## config.mk

```make
export PLATFORM = sky130hd
export DESIGN_NAME = charlcd_host_port
export DESIGN_NICKNAME = d
export VERILOG_FILES = /design/src/rtl/charlcd_pkg.sv /design/src/rtl/charlcd_strobe.sv /design/src/rtl/charlcd_busy.sv /design/src/rtl/charlcd_store.sv /design/src/rtl/charlcd_host_port.sv
export SDC_FILE = /design/constraint.sdc
export NUM_CORES = 2
export LEC_CHECK = 0
export ABC_CLOCK_PERIOD_IN_PS = 4400
export BUFFER_PORTS_ARGS = -buffer_cell sky130_fd_sc_hd__buf_2
export CORE_MARGIN = 2
export CORE_UTILIZATION = 35
export CTS_CLUSTER_DIAMETER = 30
export CTS_CLUSTER_SIZE = 40
export DETAILED_ROUTE_END_ITERATION = 8
export GPL_TIMING_DRIVEN = 1
export HOLD_SLACK_MARGIN = 0.15
export PLACE_DENSITY = 0.48
export SETUP_SLACK_MARGIN = 0.2
export SYNTH_ARGS = -nofsm -noshare
export SYNTH_HDL_FRONTEND = slang
export SYNTH_SLANG_ARGS = --single-unit
```

## constraint.sdc

```tcl
create_clock -name clk -period 4.4 [get_ports clk]
set_input_delay 0.44 -clock clk [delete_from_list [all_inputs] [get_ports clk]]
set_output_delay 0.44 -clock clk [all_outputs]
set_load 0.02 [all_outputs]
```

## src/rtl/charlcd_pkg.sv

```systemverilog
package charlcd_pkg;

   localparam int unsigned BUS_W = 8;
   localparam int unsigned NIB_W = 4;
   localparam int unsigned STAT_AW = 7;

   typedef enum logic [1:0] {
      OP_INSTR_WR  = 2'b00,
      OP_STATUS_RD = 2'b01,
      OP_DATA_WR   = 2'b10,
      OP_DATA_RD   = 2'b11
   } lcd_op_e;

   function automatic lcd_op_e op_of(input logic sel, input logic rd);
      return lcd_op_e'({sel, rd});
   endfunction

   function automatic logic is_set_addr(input logic [BUS_W-1:0] b);
      return b[7];
   endfunction

   function automatic logic is_width_set(input logic [BUS_W-1:0] b);
      return b[7:5] == 3'b001;
   endfunction

   function automatic logic is_step_set(input logic [BUS_W-1:0] b);
      return b[7:2] == 6'b000001;
   endfunction

endpackage

```

## src/rtl/charlcd_strobe.sv

```systemverilog
module charlcd_strobe
   import charlcd_pkg::*;
#(
   parameter bit NARROW_EN = 1'b1
) (
   input  logic             clk,
   input  logic             rst_n,
   input  logic             en_i,
   input  logic             rs_i,
   input  logic             rw_i,
   input  logic [BUS_W-1:0] db_i,
   input  logic             wide_i,
   output logic             xfer_v_o,
   output lcd_op_e          xfer_op_o,
   output logic [BUS_W-1:0] xfer_byte_o,
   output logic             phase_o
);

   logic en_q;
   logic fall;

   always_ff @(posedge clk) begin
      if (!rst_n) en_q <= 1'b0;
      else        en_q <= en_i;
   end

   assign fall      = en_q & ~en_i;
   assign xfer_op_o = op_of(rs_i, rw_i);

   generate
      if (NARROW_EN) begin : g_narrow
         logic             phase_q;
         logic [NIB_W-1:0] hi_q;

         always_ff @(posedge clk) begin
            if (!rst_n) begin
               phase_q <= 1'b0;
               hi_q    <= '0;
            end else if (wide_i) begin
               phase_q <= 1'b0;
            end else if (fall) begin
               if (!phase_q) hi_q <= db_i[BUS_W-1 -: NIB_W];
               phase_q <= ~phase_q;
            end
         end

         assign xfer_v_o    = fall & (wide_i | phase_q);
         assign xfer_byte_o = wide_i ? db_i : {hi_q, db_i[BUS_W-1 -: NIB_W]};
         assign phase_o     = phase_q;

         assert_phase_clear_wide_R9 : assert property (@(posedge clk) disable iff (!rst_n)
            wide_i |-> !phase_q);
         assert_first_nibble_R9 : assert property (@(posedge clk) disable iff (!rst_n)
            (fall && !wide_i && !phase_q) |=> phase_q);
      end else begin : g_wide_only
         logic unused_wide;
         assign unused_wide = wide_i;
         assign xfer_v_o    = fall;
         assign xfer_byte_o = db_i;
         assign phase_o     = 1'b0;
      end
   endgenerate

endmodule

```

## src/rtl/charlcd_busy.sv

```systemverilog
module charlcd_busy #(
   parameter int unsigned BUSY_CYCLES = 8
) (
   input  logic clk,
   input  logic rst_n,
   input  logic load_i,
   output logic busy_o
);

   localparam int unsigned CNT_W = $clog2(BUSY_CYCLES + 1);
   localparam logic [CNT_W-1:0] CNT_INIT = CNT_W'(BUSY_CYCLES);

   generate
      if (BUSY_CYCLES < 1) begin : g_bad_busy
         $error("BUSY_CYCLES must be at least 1");
      end
   endgenerate

   logic [CNT_W-1:0] cnt_q;

   always_ff @(posedge clk) begin
      if (!rst_n)              cnt_q <= '0;
      else if (load_i)         cnt_q <= CNT_INIT;
      else if (cnt_q != '0)    cnt_q <= cnt_q - 1'b1;
   end

   assign busy_o = cnt_q != '0;

   assert_busy_rise_R10 : assert property (@(posedge clk) disable iff (!rst_n)
      $rose(busy_o) |-> $past(load_i));
   assert_busy_after_load_R10 : assert property (@(posedge clk) disable iff (!rst_n)
      load_i |=> busy_o);

endmodule

```

## src/rtl/charlcd_store.sv

```systemverilog
module charlcd_store
   import charlcd_pkg::*;
#(
   parameter int unsigned ADDR_W    = 7,
   parameter bit          NARROW_EN = 1'b1
) (
   input  logic              clk,
   input  logic              rst_n,
   input  logic              xfer_v_i,
   input  lcd_op_e           xfer_op_i,
   input  logic [BUS_W-1:0]  xfer_byte_i,
   input  logic              busy_i,
   output logic [ADDR_W-1:0] ac_o,
   output logic [BUS_W-1:0]  dr_o,
   output logic              wide_o,
   output logic              wr_accept_o
);

   localparam int unsigned DEPTH = 1 << ADDR_W;

   logic [BUS_W-1:0]  mem [DEPTH];
   logic [ADDR_W-1:0] ac_q, ac_nx, set_a;
   logic              up_q, wide_q;
   logic [BUS_W-1:0]  dr_q;
   logic              go, do_iw, do_dw, do_dr;

   assign go    = xfer_v_i & ~busy_i;
   assign do_iw = go & (xfer_op_i == OP_INSTR_WR);
   assign do_dw = go & (xfer_op_i == OP_DATA_WR);
   assign do_dr = go & (xfer_op_i == OP_DATA_RD);
   assign ac_nx = up_q ? ac_q + 1'b1 : ac_q - 1'b1;
   assign set_a = xfer_byte_i[ADDR_W-1:0];

   always_ff @(posedge clk) begin
      if (!rst_n) begin
         for (int i = 0; i < int'(DEPTH); i++) mem[i] <= '0;
      end else if (do_dw) begin
         mem[ac_q] <= xfer_byte_i;
      end
   end

   always_ff @(posedge clk) begin
      if (!rst_n) begin
         ac_q   <= '0;
         dr_q   <= '0;
         up_q   <= 1'b1;
         wide_q <= 1'b1;
      end else if (do_iw) begin
         if (is_set_addr(xfer_byte_i)) begin
            ac_q <= set_a;
            dr_q <= mem[set_a];
         end else if (is_width_set(xfer_byte_i)) begin
            wide_q <= xfer_byte_i[4] | ~NARROW_EN;
         end else if (is_step_set(xfer_byte_i)) begin
            up_q <= xfer_byte_i[1];
         end
      end else if (do_dw || do_dr) begin
         ac_q <= ac_nx;
         dr_q <= mem[ac_nx];
      end
   end

   assign ac_o        = ac_q;
   assign dr_o        = dr_q;
   assign wide_o      = wide_q;
   assign wr_accept_o = do_iw | do_dw;

   assert_step_R6 : assert property (@(posedge clk) disable iff (!rst_n)
      (xfer_v_i && !busy_i && xfer_op_i == OP_DATA_RD) |=>
         ac_q == ($past(up_q) ? $past(ac_q) + 1'b1 : $past(ac_q) - 1'b1));
   assert_status_quiet_R3 : assert property (@(posedge clk) disable iff (!rst_n)
      (xfer_v_i && xfer_op_i == OP_STATUS_RD) |=> ($stable(ac_q) && $stable(dr_q)));
   assert_busy_drop_R11 : assert property (@(posedge clk) disable iff (!rst_n)
      (xfer_v_i && busy_i && xfer_op_i != OP_STATUS_RD) |=>
         ($stable(ac_q) && $stable(dr_q) && $stable(wide_q) && $stable(up_q)));

endmodule

```

## src/rtl/charlcd_host_port.sv

```systemverilog
module charlcd_host_port
   import charlcd_pkg::*;
#(
   parameter int unsigned ADDR_W      = 7,
   parameter int unsigned BUSY_CYCLES = 8,
   parameter bit          NARROW_EN   = 1'b1
) (
   input  logic       clk,
   input  logic       rst_n,
   input  logic       en_i,
   input  logic       rs_i,
   input  logic       rw_i,
   input  logic [7:0] db_i,
   output logic [7:0] db_o,
   output logic       db_oe_o
);

   generate
      if (ADDR_W < 1 || ADDR_W > STAT_AW) begin : g_bad_aw
         $error("ADDR_W must lie in 1..7");
      end
   endgenerate

   logic              xfer_v, phase, wide, busy, wr_accept;
   lcd_op_e           xfer_op;
   logic [BUS_W-1:0]  xfer_byte, dr, status_b, sel_b;
   logic [ADDR_W-1:0] ac;
   logic [STAT_AW-1:0] ac_ext;

   charlcd_strobe #(.NARROW_EN(NARROW_EN)) u_strobe (
      .clk(clk), .rst_n(rst_n), .en_i(en_i), .rs_i(rs_i), .rw_i(rw_i),
      .db_i(db_i), .wide_i(wide), .xfer_v_o(xfer_v), .xfer_op_o(xfer_op),
      .xfer_byte_o(xfer_byte), .phase_o(phase)
   );

   charlcd_busy #(.BUSY_CYCLES(BUSY_CYCLES)) u_busy (
      .clk(clk), .rst_n(rst_n), .load_i(wr_accept), .busy_o(busy)
   );

   charlcd_store #(.ADDR_W(ADDR_W), .NARROW_EN(NARROW_EN)) u_store (
      .clk(clk), .rst_n(rst_n), .xfer_v_i(xfer_v), .xfer_op_i(xfer_op),
      .xfer_byte_i(xfer_byte), .busy_i(busy), .ac_o(ac), .dr_o(dr),
      .wide_o(wide), .wr_accept_o(wr_accept)
   );

   assign ac_ext   = STAT_AW'(ac);
   assign status_b = {busy, ac_ext};
   assign sel_b    = rs_i ? dr : status_b;

   always_comb begin
      if (wide) db_o = sel_b;
      else      db_o = {(phase ? sel_b[NIB_W-1:0] : sel_b[BUS_W-1 -: NIB_W]), {NIB_W{1'b0}}};
   end

   assign db_oe_o = en_i & rw_i;

endmodule

```

==> metrics.txt <==
outcome=complete, no violations; Seq pwr share=32.9%; slowest CP cell=fa_4; commonest non-fill, non-tap cell in the layout=nand2_1; Tcrit/Tclk final=95.2%; wire per inst=29.3 um; Chip Width=403 um; CTS tree=built; cell area power density=518 nW/um2; fmax=239 MHz; die area=162000 um2; share of layout cells above drive strength 1=19.5%; Post-synth EDFFs=1024; GPL Wtd Cong=0.906; vias in the first global route=41.9k; Final Slew Violations=0; global-route wire length before repair=307 mm; Finished Cell Area=68000 um2; power share of the clock group=57.8%; largest net degree at the start of global routing=131; highest cell delay on the worst timing path=0.90 ns; Sw Ratio=24.2%; main area contributors after synthesis=edfxtp_1 55%, mux4_2 14%, nand2_1 7.3%; final net count=5051; HP Class=in2reg; GRT Util Overall=26.1%; maximum VDD drop=366 uV; ys flop type=edfxtp_1; Async S/R FF share, synth=0%; Worst EP arrival=4.89 ns; Final Non-Filler Cells=7299; clock sinks=1051; final count of hold timing violations=0; Clock Path Buffers=4; Die Ht=403 um; drt via density=5.90; critical path, cell by cell=inv_1 -> fa_4 -> buf_12 -> buf_4 -> mux4_2 -> mux4_2 -> nand2_1 -> nand2_1 -> a2111oi_2 -> a31oi_1; Synth area leader=edfxtp_1; clk_lat worst skew=0.89 ns; CP Buf/Inv Count=3; Starting Density=35.2%; Detail Placement HPWL=137 mm; worst slack, placed=-0.242 ns; crit start category=register; DRT Pass-1 Iters=6; Worst Max-Slew Pin Slew=1.05 ns; DR iter-0 viols=5586; placed cell area=58600 um2; Area Growth Syn to Fin=22.3%; Rel. slew slack=29.0%; post-synthesis register bit count=1051; # IOs=22; Final ANT Viol Nets=0; Logic pwr share=9.3%; most frequent cells in the layout=1073 x nand2_1, 1061 x nor2_1, 1024 x edfxtp_1; vias=43.1k; htree depth=5; CP max FO=32; Detailed Route WL=214 mm; cell row count=146; yosys warns=0; maxcap violations=0; Mapped Nets=4951; drt drc=0; Setup-failing EPs final=0; WHS=0.292 ns; Mapped Cells=4930; Worst-path clk slew=0.04 ns; unrepaired setup endpoints after global routing=no; Worst Setup End Kind=register; initial antenna violation count=6; Root Driver=clkbuf_16; PortBufs=21; crit path kind=reg2reg; cts bufs inserted=278; DP Cell Count=6813; Synth Cell Area=55600 um2; final setup margin=0.210 ns; register area share after synthesis=56.3%; CP delay by family, top=compound AO/OA/AOI/OAI gates; Sw Pwr=8.52 mW; Worst Path Required=5.10 ns; P_leak=24.8 nW; CORE AREA=158000 um2; Max Clock Skew=0.0448 ns; Final Total Pwr=35.2 mW; minimum clock period=4.19 ns; Power Internal=26.7 mW; Synth cell types=69; Synth top area share=55.3%; GR Overflow Total=0; Post-Syn Area per Cell=11.3 um2
## metrics by stage
step	setup TNS [ns]	utilization, %
after floorplan	0	-
after global placement	-0.162	37.1
after detailed placement	-0.242	37.1
after CTS	0	43.0
after global routing	0	43.0
final	0	43.0
## worst paths after layout
check,from,endpoint,slack (ns),cells past startpoint
max reg2reg,u_store.ac_o[0]$_SDFFE_PN0P_,u_store.dr_o[5]$_SDFFE_PN0P_,0.21,10
min,db_i[0],u_store.mem[123][0]$_SDFFCE_PN0P_,0.29,4
max,u_store.ac_o[0]$_SDFFE_PN0P_,u_store.dr_o[5]$_SDFFE_PN0P_,0.21,10
min reg2reg,u_store.dr_o[4]$_SDFFE_PN0P_,u_store.dr_o[4]$_SDFFE_PN0P_,0.49,2
## power by group through the flow
stage	sequential (mW)	clock (mW)	combinational [mW]
after global placement	11.7	0	3.21
after floorplan	11.6	0	1.97
after CTS	11.6	20.5	3.23
after global routing	11.6	21.1	3.40
final	11.6	20.4	3.28
after detailed placement	11.7	0	3.21
## synth_stat cells, types with 22 or more instances
cell and n:
buf_2 120, o21ai_0 43, nand4_1 38, buf_1 34, mux2i_1 123, edfxtp_1 1024, nand3_1 333, buf_4 27
nand2_1 1074, a31oi_1 52, mux4_2 338, a21oi_1 109, dfxtp_1 27, nor3_1 22, nor2_1 1072, clkbuf_1 203
## area by class of cell
cell class | instances | area (um2)
Multi-Input combinational cell | 3462 | 22600
Inverter | 12 | 45.0
Clock buffer | 321 | 7330
Clock inverter | 155 | 1950
Antenna cell | 1 | 2.50
Timing Repair Buffer | 225 | 2180
Sequential cell | 1051 | 31300
Tap cell | 2072 | 2590
Fill cell | 14600 | 90000
## flip-flops by register name (all words and copies together) (netlist names)
signal and flops:
u_store.ac_o 7, u_strobe.en_q 1, u_store.mem 1024, u_store.up_q 1, u_store.wide_o 1, u_busy.cnt_q 4
u_strobe.phase_o 1, u_store.dr_o 8, u_strobe.g_narrow.hi_q 4
## what timing repair did
item / in CTS / in global routing
hold buffers: 9 / 0
resized for setup: 2 / 4
endpoints found under the setup margin: 1 / 11
endpoints found under the hold margin: 25 / 0
buffers inserted: 0 / 0
gates cloned: 0 / 0
## logic make-up (layout without fill, tap and decap cells)
family	count (synthesis)	in the layout	share of synthesized area, %
simple gates	2592	2592	18.8
compound gates	374	374	4.52
flops	1051	1051	56.3
xor+xnor	8	8	0.160
buf+inv	417	713	3.57
mux	480	480	16.5
fa+ha+maj	8	8	0.194
other cells	0	1	0
## layer usage
layer  vias to the layer above  routed length, um  track usage, %
li1                      18300                  -               -
met3                       383              19800            5.33
met4                         8               6510            8.77
met1                     22100              87500            35.8
met2                      2384             100000            41.3
met5                         -                 54               0
## worst min-delay path, delay by kind of cell
kind,cells,cell delay [ns]
buf+inv,2,0.34
simple gates,1,0.11
mux,1,0.12
No activity file was read; power rests on OpenSTA's default activity.
